[src/rtl/mbx_pkg.sv]
package mbx_pkg;

  // Host-side byte offsets; the order is decoded by the host driver.
  typedef enum logic [1:0] {
    OFF_IN_DATA  = 2'd0,
    OFF_IN_STAT  = 2'd1,
    OFF_OUT_DATA = 2'd2,
    OFF_OUT_STAT = 2'd3
  } hostOff_e;

  // Strobes from control to datapath, all valid for one clock edge.
  typedef struct packed {
    logic loadIn;        // host deposits a byte
    logic drainIn;       // local CPU consumes the input byte
    logic loadOut;       // local CPU deposits a reply
    logic drainOut;      // host consumes the reply
    logic raiseHostIrq;  // reply posted through the alerting page
  } mbxStrobe_t;

endpackage

[src/rtl/mbx_ctrl.sv]
module mbx_ctrl
  import mbx_pkg::*;
#(
  parameter int DATA_W = 8,
  parameter int PAGE_W = 4,
  parameter logic [PAGE_W-1:0] IN_PAGE    = 4'h5,
  parameter logic [PAGE_W-1:0] QUIET_PAGE = 4'h6,
  parameter logic [PAGE_W-1:0] IRQ_PAGE   = 4'h7,
  parameter logic [DATA_W-1:0] RESET_CMD  = 8'h80
) (
  input  logic              clk,
  input  logic              rstN,
  input  logic              hostSel,
  input  logic              hostWr,
  input  logic [1:0]        hostAddr,
  input  logic [DATA_W-1:0] hostWdata,
  input  logic              locSel,
  input  logic              locWr,
  input  logic [PAGE_W-1:0] locAddrHi,
  output mbxStrobe_t        strobe,
  output logic              locIrq,
  output logic              resetReq
);

  logic hostWrLvl, hostRdLvl;
  logic wrPrev, rdPrev;
  logic wrEdge, rdEdge;
  logic locRdIn, locWrQuiet, locWrIrq;

  assign hostWrLvl = hostSel & hostWr;
  assign hostRdLvl = hostSel & ~hostWr;

  // An access is counted once, on the rising edge of its strobe.
  always_ff @(posedge clk or negedge rstN) begin
    if (!rstN) begin
      wrPrev <= 1'b0;
      rdPrev <= 1'b0;
    end else begin
      wrPrev <= hostWrLvl;
      rdPrev <= hostRdLvl;
    end
  end

  assign wrEdge = hostWrLvl & ~wrPrev;
  assign rdEdge = hostRdLvl & ~rdPrev;

  assign locRdIn    = locSel & ~locWr & (locAddrHi == IN_PAGE);
  assign locWrQuiet = locSel &  locWr & (locAddrHi == QUIET_PAGE);
  assign locWrIrq   = locSel &  locWr & (locAddrHi == IRQ_PAGE);

  always_comb begin
    strobe              = '0;
    strobe.loadIn       = wrEdge & (hostAddr == OFF_IN_DATA);
    strobe.drainOut     = rdEdge & (hostAddr == OFF_OUT_DATA);
    strobe.drainIn      = locRdIn;
    strobe.loadOut      = locWrQuiet | locWrIrq;
    strobe.raiseHostIrq = locWrIrq;
  end

  // Pulses to the local side, one cycle after the capturing edge.
  always_ff @(posedge clk or negedge rstN) begin
    if (!rstN) begin
      locIrq   <= 1'b0;
      resetReq <= 1'b0;
    end else begin
      locIrq   <= strobe.loadIn;
      resetReq <= strobe.loadIn & (hostWdata == RESET_CMD);
    end
  end

endmodule

[src/rtl/mbx_dpath.sv]
module mbx_dpath
  import mbx_pkg::*;
#(
  parameter int DATA_W = 8
) (
  input  logic              clk,
  input  logic              rstN,
  input  mbxStrobe_t        strobe,
  input  logic [1:0]        hostAddr,
  input  logic [DATA_W-1:0] hostWdata,
  input  logic [DATA_W-1:0] locWdata,
  output logic [DATA_W-1:0] hostRdata,
  output logic [DATA_W-1:0] locRdata,
  output logic [DATA_W-1:0] locStatus,
  output logic              hostIrq
);

  localparam int PAD_W = DATA_W - 2;

  logic [DATA_W-1:0] inData, outData;
  logic inFull, inOvr, outFull, outOvr;

  // Input mailbox: host fills, local CPU drains; a fill wins a tie.
  always_ff @(posedge clk or negedge rstN) begin
    if (!rstN) begin
      inData <= '0;
      inFull <= 1'b0;
      inOvr  <= 1'b0;
    end else begin
      if (strobe.loadIn) inData <= hostWdata;
      if (strobe.loadIn)       inFull <= 1'b1;
      else if (strobe.drainIn) inFull <= 1'b0;
      if (strobe.loadIn && inFull && !strobe.drainIn) inOvr <= 1'b1;
      else if (strobe.drainIn)                        inOvr <= 1'b0;
    end
  end

  // Output mailbox: local CPU fills, host drains; a fill wins a tie.
  always_ff @(posedge clk or negedge rstN) begin
    if (!rstN) begin
      outData <= '0;
      outFull <= 1'b0;
      outOvr  <= 1'b0;
      hostIrq <= 1'b0;
    end else begin
      if (strobe.loadOut) outData <= locWdata;
      if (strobe.loadOut)       outFull <= 1'b1;
      else if (strobe.drainOut) outFull <= 1'b0;
      if (strobe.loadOut && outFull && !strobe.drainOut) outOvr <= 1'b1;
      else if (strobe.drainOut)                          outOvr <= 1'b0;
      if (strobe.raiseHostIrq)  hostIrq <= 1'b1;
      else if (strobe.drainOut) hostIrq <= 1'b0;
    end
  end

  always_comb begin
    case (hostAddr)
      OFF_IN_STAT:  hostRdata = {{PAD_W{1'b0}}, inOvr, inFull};
      OFF_OUT_DATA: hostRdata = outData;
      OFF_OUT_STAT: hostRdata = {{PAD_W{1'b0}}, outOvr, outFull};
      default:      hostRdata = '0;
    endcase
  end

  assign locRdata  = strobe.drainIn ? inData : '0;
  assign locStatus = {{PAD_W{1'b0}}, inFull, outFull};

endmodule

[src/rtl/mbx_bridge.sv]
module mbx_bridge
  import mbx_pkg::*;
#(
  parameter int DATA_W = 8,
  parameter int PAGE_W = 4,
  parameter logic [PAGE_W-1:0] IN_PAGE    = 4'h5,
  parameter logic [PAGE_W-1:0] QUIET_PAGE = 4'h6,
  parameter logic [PAGE_W-1:0] IRQ_PAGE   = 4'h7,
  parameter logic [DATA_W-1:0] RESET_CMD  = 8'h80
) (
  input  logic              clk,
  input  logic              rstN,
  input  logic              hostSel,
  input  logic              hostWr,
  input  logic [1:0]        hostAddr,
  input  logic [DATA_W-1:0] hostWdata,
  output logic [DATA_W-1:0] hostRdata,
  output logic              hostIrq,
  input  logic              locSel,
  input  logic              locWr,
  input  logic [PAGE_W-1:0] locAddrHi,
  input  logic [DATA_W-1:0] locWdata,
  output logic [DATA_W-1:0] locRdata,
  output logic [DATA_W-1:0] locStatus,
  output logic              locIrq,
  output logic              resetReq
);

  mbxStrobe_t strobe;

  mbx_ctrl #(
    .DATA_W(DATA_W), .PAGE_W(PAGE_W), .IN_PAGE(IN_PAGE),
    .QUIET_PAGE(QUIET_PAGE), .IRQ_PAGE(IRQ_PAGE), .RESET_CMD(RESET_CMD)
  ) u_ctrl (
    .clk(clk), .rstN(rstN),
    .hostSel(hostSel), .hostWr(hostWr), .hostAddr(hostAddr), .hostWdata(hostWdata),
    .locSel(locSel), .locWr(locWr), .locAddrHi(locAddrHi),
    .strobe(strobe), .locIrq(locIrq), .resetReq(resetReq)
  );

  mbx_dpath #(.DATA_W(DATA_W)) u_dpath (
    .clk(clk), .rstN(rstN), .strobe(strobe),
    .hostAddr(hostAddr), .hostWdata(hostWdata), .locWdata(locWdata),
    .hostRdata(hostRdata), .locRdata(locRdata), .locStatus(locStatus),
    .hostIrq(hostIrq)
  );

endmodule

[config.mk]
export PLATFORM = sky130hd
export DESIGN_NAME = mbx_bridge
export DESIGN_NICKNAME = d
export VERILOG_FILES = /design/src/rtl/mbx_pkg.sv /design/src/rtl/mbx_ctrl.sv /design/src/rtl/mbx_dpath.sv /design/src/rtl/mbx_bridge.sv
export SDC_FILE = /design/constraint.sdc
export NUM_CORES = 1
export LEC_CHECK = 0
export BUFFER_PORTS_ARGS = -buffer_cell sky130_fd_sc_hd__buf_4
export CAP_MARGIN = 30
export CELL_PAD_IN_SITES_DETAIL_PLACEMENT = 0
export CELL_PAD_IN_SITES_GLOBAL_PLACEMENT = 1
export CORE_MARGIN = 3
export CORE_UTILIZATION = 37
export CTS_CLUSTER_SIZE = 24
export DETAILED_ROUTE_END_ITERATION = 7
export PLACE_DENSITY = 0.89
export SLEW_MARGIN = 20
export SYNTH_ARGS = -nofsm -noshare
export SYNTH_HDL_FRONTEND = slang
export SYNTH_SLANG_ARGS = --single-unit
[constraint.sdc]
create_clock -name clk -period 3.4 [get_ports clk]
set_input_delay 0.68 -clock clk [delete_from_list [all_inputs] [get_ports clk]]
set_output_delay 0.68 -clock clk [all_outputs]
set_load 0.03 [all_outputs]
==> results of run 1 <==
-- final cells by class --
| cell class | count | area, um2 | area share, % |
|---|---|---|---|
| multi-input cells | 63 | 482 | 31.1 |
| clock buffers | 4 | 26.3 | 1.69 |
| flip-flops and latches | 25 | 626 | 40.4 |
| inverters | 1 | 3.75 | 0.242 |
| repair buffers | 48 | 360 | 23.2 |
| well taps | 42 | 52.6 | 3.39 |
-- power by group --
group          total, mW  switching [mW]  internal, mW
clock              0.130          0.0838        0.0458
combinational      0.184          0.0900        0.0939
sequential         0.384          0.0288         0.355
-- state kept, by name, indices dropped and copies added (netlist names) --
signal,count
u_dpath.inData,8
u_dpath.outData,8
u_dpath.outOvr,1
u_dpath.inOvr,1
u_ctrl.resetReq,1
u_dpath.hostIrq,1
u_dpath.outFull,1
u_ctrl.rdPrev,1
u_ctrl.wrPrev,1
u_ctrl.locIrq,1
u_dpath.inFull,1
-- per-stage QoR --
| stage | total power, mW | cell area [um2] | util, % | instances |
|---|---|---|---|---|
| 2_1_floorplan | 0.510 | 1180 | - | 98 |
| 3_3_place_gp | 0.571 | 1520 | 53.0 | 179 |
| 3_5_place_dp | 0.578 | 1520 | 53.0 | 179 |
| 4_1_cts | 0.707 | 1550 | 53.9 | 183 |
| 5_1_grt | 0.741 | 1550 | 53.9 | 183 |
| 6_report | 0.698 | 1550 | 53.9 | 183 |
-- layer usage --
layer  part of all wire, %  routed length [um]  GRT usage, %  vias up
li1                      -                   -             -      405
met1                    43                1020          15.6      385
met2                    45                1060          21.6       45
met3                    11                 267          5.58        2
met4                  0.30                   7          2.73        0
met5                     0                   0             0        -
-- logic make-up (layout without fill, tap and decap cells) --
kind of cell	after synthesis	after routing	synth area share, %
compound gates	8	8	5.18
buf+inv	10	53	6.15
flops	25	25	53.9
mux	17	17	16.5
other cells	1	6	0.323
simple gates	32	32	17.9
-- placed cells by master (no fill, tap or decap) --
cell type / n
buf_4: 48
dfrtp_1: 25
mux2_2: 17
and2_1: 16
conb_1: 6
nand2_1: 3
clkbuf_4: 3
a22o_1: 2
nor3_1: 2
and2b_1: 1
nand4b_1: 1
nor3_2: 1
inv_1: 1
o21ai_0: 1
nor2b_1: 1
nor4b_1: 1
nor4_1: 1
and3_1: 1
nor3_4: 1
o21bai_1: 1
nand3b_1: 1
a21o_1: 1
nand3_1: 1
o21a_1: 1
o2bb2ai_1: 1
a31oi_1: 1
nor2_1: 1
clkbuf_1: 1
-- final timing paths --
path / startpoint / endpoint / slack, ns / depth (start not counted)
max reg2reg: u_ctrl.wrPrev / u_dpath.inData[7] / 1.91 / 3
min: rstN / u_dpath.inData[6] / 0.24 / 1
max in group asynchronous: rstN / u_dpath.outFull / 2.92 / 1
min reg2reg: u_dpath.outOvr / u_dpath.outOvr / 0.51 / 1
max: locAddrHi[3] / locRdata[0] / 0.84 / 5
min in group clk: u_dpath.outOvr / u_dpath.outOvr / 0.51 / 1
-- cell usage after synthesis --
library cell	count
nor3_2	1
o2bb2ai_1	1
buf_4	9
nor3_4	1
mux2_2	17
nand2_1	3
a31oi_1	1
a22o_1	2
nor4_1	1
nand3b_1	1
and2_1	16
o21ai_0	1
nor3_1	2
nand4b_1	1
and2b_1	1
o21bai_1	1
nand3_1	1
o21a_1	1
nor2_1	1
and3_1	1
conb_1	1
a21o_1	1
inv_1	1
nor2b_1	1
nor4b_1	1
dfrtp_1	25
==> impl_metrics.env, run 1 <==
export IMPL_count_of_distinct_cell_types_in_the_synthesized_netlist=26
export IMPL_synth_seq_cells=25
export IMPL_core_rowCount=19
export IMPL_final_period_utilization_pct=75.2
export IMPL_cpMaxStageDelayCell="nor3_2"
export IMPL_postCtsSetupBuffers=0
export IMPL_holdCritPathClass="primary input to asynchronous set/reset pin"
export IMPL_wl_per_cell_um=12.9
export IMPL_routed_via_density=4.57
export IMPL_leakage_power_nw=0.766
export IMPL_post_synth_main_area_contributors="dfrtp_1 (54%), mux2_2 (17%), and2_1 (8.6%)"
export IMPL_finalNetCount=170
export IMPL_die_height_um=62.0
export IMPL_worst_pin_slew_ns=0.592
export IMPL_ys_warn_count=0
export IMPL_grt_setup_unrepaired="no"
export IMPL_cts_root_to_sink_buffers=2
export IMPL_antenna_found_initial=0
export IMPL_maxSlewViolCount=0
export IMPL_ctsHoldBuffers=0
export IMPL_critical_path_most_common_cell="buf_4"
export IMPL_critPathKind="primary input to output pin"
export IMPL_max_cap_viol_count=0
export IMPL_timing_hold_ws_ns=0.241
export IMPL_clock_latency_ns=0.31
export IMPL_num_fill_cells=251
export IMPL_min_period_ns=2.56
export IMPL_finalWorstSetupSlack_ns=0.844
export IMPL_totalNegativeSetupSlack_ns=0
export IMPL_syn_avg_cell_area_um2=12.5
export IMPL_power_density_mw_per_mm2=450
export IMPL_setup_viol_count_final=0
export IMPL_fin_skew_ns=0.00460
export IMPL_post_synth_inst_count=93
export IMPL_synthesis_area_mm2=0.00116
export IMPL_crit_path_max_fanout=10
export IMPL_die_area_mm2=0.00384
export IMPL_post_placement_worst_setup_slack_ns=0.838
export IMPL_crit_path_cell_trace="buf_4 -> nand4b_1 -> nor3_2 -> and2_1 -> buf_4"
export IMPL_crit_required_ns=2.72
export IMPL_slew_headroom_pct=60.3
export IMPL_max_freq_mhz=391
export IMPL_drc_errors=0
export IMPL_grt_overflow_total=0
export IMPL_worst_path_dominant_cell_family="simple AND/OR/NAND/NOR gates"
export IMPL_cp_num_buf_inv=2
export IMPL_vdd_ir_drop_worst_v=0.000202
export IMPL_drt_pre_antenna_iters=3
export IMPL_path_clk_slew_ns=0.13
export IMPL_clockRootBuffer="clkbuf_4"
export IMPL_io_pin_count=55
export IMPL_grt_total_usage_pct=12.9
export IMPL_grt_pass1_vias=840
export IMPL_tritoncts_num_buffers=3
export IMPL_yosysTopAreaCellShare_pct=53.9
export IMPL_via_count=837
export IMPL_dieWidth_um=62.0
export IMPL_drive_above_1_share_pct=49.6
export IMPL_worst_setup_path_end_kind="output pin"
export IMPL_wire_length_of_the_first_global_routing_pass_um=3620
export IMPL_flow_area_growth_from_synthesis_pct=33.7
export IMPL_yosysSeqAreaShare_pct=53.9
export IMPL_cts_sinks=25
export IMPL_placeableCoreArea_mm2=0.00288
export IMPL_totalWireLength_um=2350
export IMPL_cts_resized_gates=0
export IMPL_starting_utilization_of_the_core_area_pct=40.3
export IMPL_hold_viol=0
export IMPL_drt_antenna_violating_nets=0
export IMPL_critPathLaunchType="primary input"
export IMPL_detailedRoute_firstIterationViolations=21
export IMPL_endpoint_arrival_time_on_the_critical_path_ns=1.88
export IMPL_antenna_cells_inserted=0
export IMPL_crit_path_max_incr_delay_ns=0.48
export IMPL_run_status="finished clean"
export IMPL_grt_max_degree=26
export IMPL_post_dp_hpwl_um=1850
export IMPL_place_congestion=0.706
export IMPL_numPortBuffers=48
export IMPL_tritoncts_clock_tree="built"
export IMPL_cts_htree_levels=1
export IMPL_synthDominantAreaCellType="dfrtp_1"
(Power assumes the default switching activity.)
==> run 2: changes to the inputs <==
Settings changed: CORE_UTILIZATION 37 to 34, PLACE_DENSITY 0.89 to 0.83.
Clock period 3.4 ns to 2.5 ns, I/O delays scaled along.
==> run 2 against run 1 <==
  * Routed wire length is 4.8% higher
  * Non-clock buffer count is 1 higher
  * Register-to-register slack worse by 0.92 ns
  * Clock-buffer cell count stayed put
==> impl_metrics.env, run 2 (synthesis results as in run 1) <==
export IMPL_die_height_um=64.4
export IMPL_critical_path_reg2reg_startpoint="u_ctrl.wrPrev"
export IMPL_post_dp_hpwl_um=1970
export IMPL_max_cap_viol_count=0
export IMPL_die_area_mm2=0.00415
export IMPL_grt_total_usage_pct=13.1
export IMPL_top_regs="u_dpath.inData (8), u_dpath.outData (8)"
export IMPL_grt_max_degree=26
export IMPL_mostFrequentLayoutCell="buf_4"
export IMPL_starting_utilization_of_the_core_area_pct=36.8
export IMPL_cts_resized_gates=0
export IMPL_cts_root_to_sink_buffers=2
export IMPL_totalWireLength_um=2470
export IMPL_placeableCoreArea_mm2=0.00315
export IMPL_run_status="finished clean"
export IMPL_worstSetupStartpoint="locAddrHi[3]"
export IMPL_hold_viol=0
export IMPL_dpl_cell_area_mm2=0.00153
export IMPL_grt_overflow_total=0
export IMPL_numPortBuffers=48
export IMPL_cts_sinks=25
export IMPL_leakage_power_nw=0.771
export IMPL_io_pin_count=55
export IMPL_totalNegativeSetupSlack_ns=0
export IMPL_drt_pre_antenna_iters=4
export IMPL_flow_area_growth_from_synthesis_pct=34.5
export IMPL_core_rowCount=20
export IMPL_drive_above_1_share_pct=50.0
export IMPL_power_density_mw_per_mm2=604
export IMPL_wire_length_of_the_first_global_routing_pass_um=4310
export IMPL_finalNetCount=171
export IMPL_vdd_ir_drop_worst_v=0.000257
export IMPL_critPathLaunchType="primary input"
export IMPL_antenna_found_initial=0
export IMPL_stdcell_count=186
export IMPL_holdCritPathClass="primary input to asynchronous set/reset pin"
export IMPL_path_clk_slew_ns=0.12
export IMPL_tritoncts_clock_tree="built"
export IMPL_post_layout_total_power_mw=0.943
export IMPL_setup_viol_count_final=0
export IMPL_fin_skew_ns=0.00124
export IMPL_detailedRoute_firstIterationViolations=15
export IMPL_tritoncts_num_buffers=3
export IMPL_grt_setup_unrepaired="no"
export IMPL_grt_pass1_vias=949
export IMPL_min_period_ns=1.95
export IMPL_endpoint_arrival_time_on_the_critical_path_ns=1.45
export IMPL_critPathKind="primary input to output pin"
export IMPL_dp_cells=182
export IMPL_final_period_utilization_pct=77.8
export IMPL_worst_setup_path_end_kind="output pin"
export IMPL_drt_antenna_violating_nets=0
export IMPL_place_congestion=0.696
export IMPL_maxSlewViolCount=0
export IMPL_antenna_cells_inserted=0
export IMPL_clock_latency_ns=0.30
export IMPL_routed_via_density=4.65
export IMPL_max_freq_mhz=514
export IMPL_cts_htree_levels=1
export IMPL_wl_per_cell_um=13.3
export IMPL_final_cell_mix="buf_4 (49), dfrtp_1 (25), mux2_2 (17)"
export IMPL_via_count=864
export IMPL_final_area_mm2=0.00156
export IMPL_crit_path_max_fanout=10
export IMPL_ctsHoldBuffers=0
export IMPL_postCtsSetupBuffers=0
export IMPL_drc_errors=0
export IMPL_dieWidth_um=64.4
export IMPL_num_fill_cells=310
export IMPL_clockRootBuffer="clkbuf_4"
export IMPL_crit_required_ns=2.00
[run 2: cell types whose count changed in the layout (fill, tap and decap cells not counted)]
| cell | delta |
|---|---|
| buf_4 | +1 |
[run 2: critical path: stages]
cell      delay [ns]
buf_4           0.13
nand4b_1        0.21
nor3_2          0.13
buf_4           0.18
and2_1          0.14
buf_4           0.16
[run 2: worst paths after layout]
path | endpoint | slack (ns) | cells past startpoint
min in group clk | u_ctrl.rdPrev | 0.35 | 2
min | u_dpath.outData[4] | 0.07 | 1
max | locRdata[5] | 0.55 | 6
max in group asynchronous | u_dpath.inData[3] | 2.19 | 1
max reg2reg | u_dpath.inData[6] | 0.99 | 3
min reg2reg | u_dpath.outData[7] | 0.51 | 1
[run 2: report_power, final]
| part | internal [mW] | total (mW) | switching [mW] |
|---|---|---|---|
| registers | 0.483 | 0.520 | 0.0371 |
| clock network | 0.0622 | 0.171 | 0.109 |
| logic | 0.128 | 0.252 | 0.124 |
[run 2: layout make-up]
| class | instances | area (um2) | area share, % |
|---|---|---|---|
| Inverter | 1 | 3.75 | 0.241 |
| Tap cell | 44 | 55.1 | 3.53 |
| Sequential cell | 25 | 626 | 40.1 |
| Timing Repair Buffer | 49 | 368 | 23.6 |
| Multi-Input combinational cell | 63 | 482 | 30.9 |
| Clock buffer | 4 | 26.3 | 1.68 |
[run 2: metal layers]
metal	track usage, %	vias up	share of wire, %
li1	-	407	-
met1	15.2	418	39
met2	22.6	39	50
met3	6.33	0	12
met4	1.58	0	0
met5	0	-	0
[run 2: per-stage QoR]
step           setup slack [ns]  hold slack [ns]  util (%)
2_1_floorplan             0.687            0.204         -
3_3_place_gp              0.574            0.418      48.7
3_5_place_dp              0.550            0.420      48.7
4_1_cts                   0.537           0.0663      49.5
5_1_grt                   0.464           0.0743      49.5
6_report                  0.555           0.0669      49.5
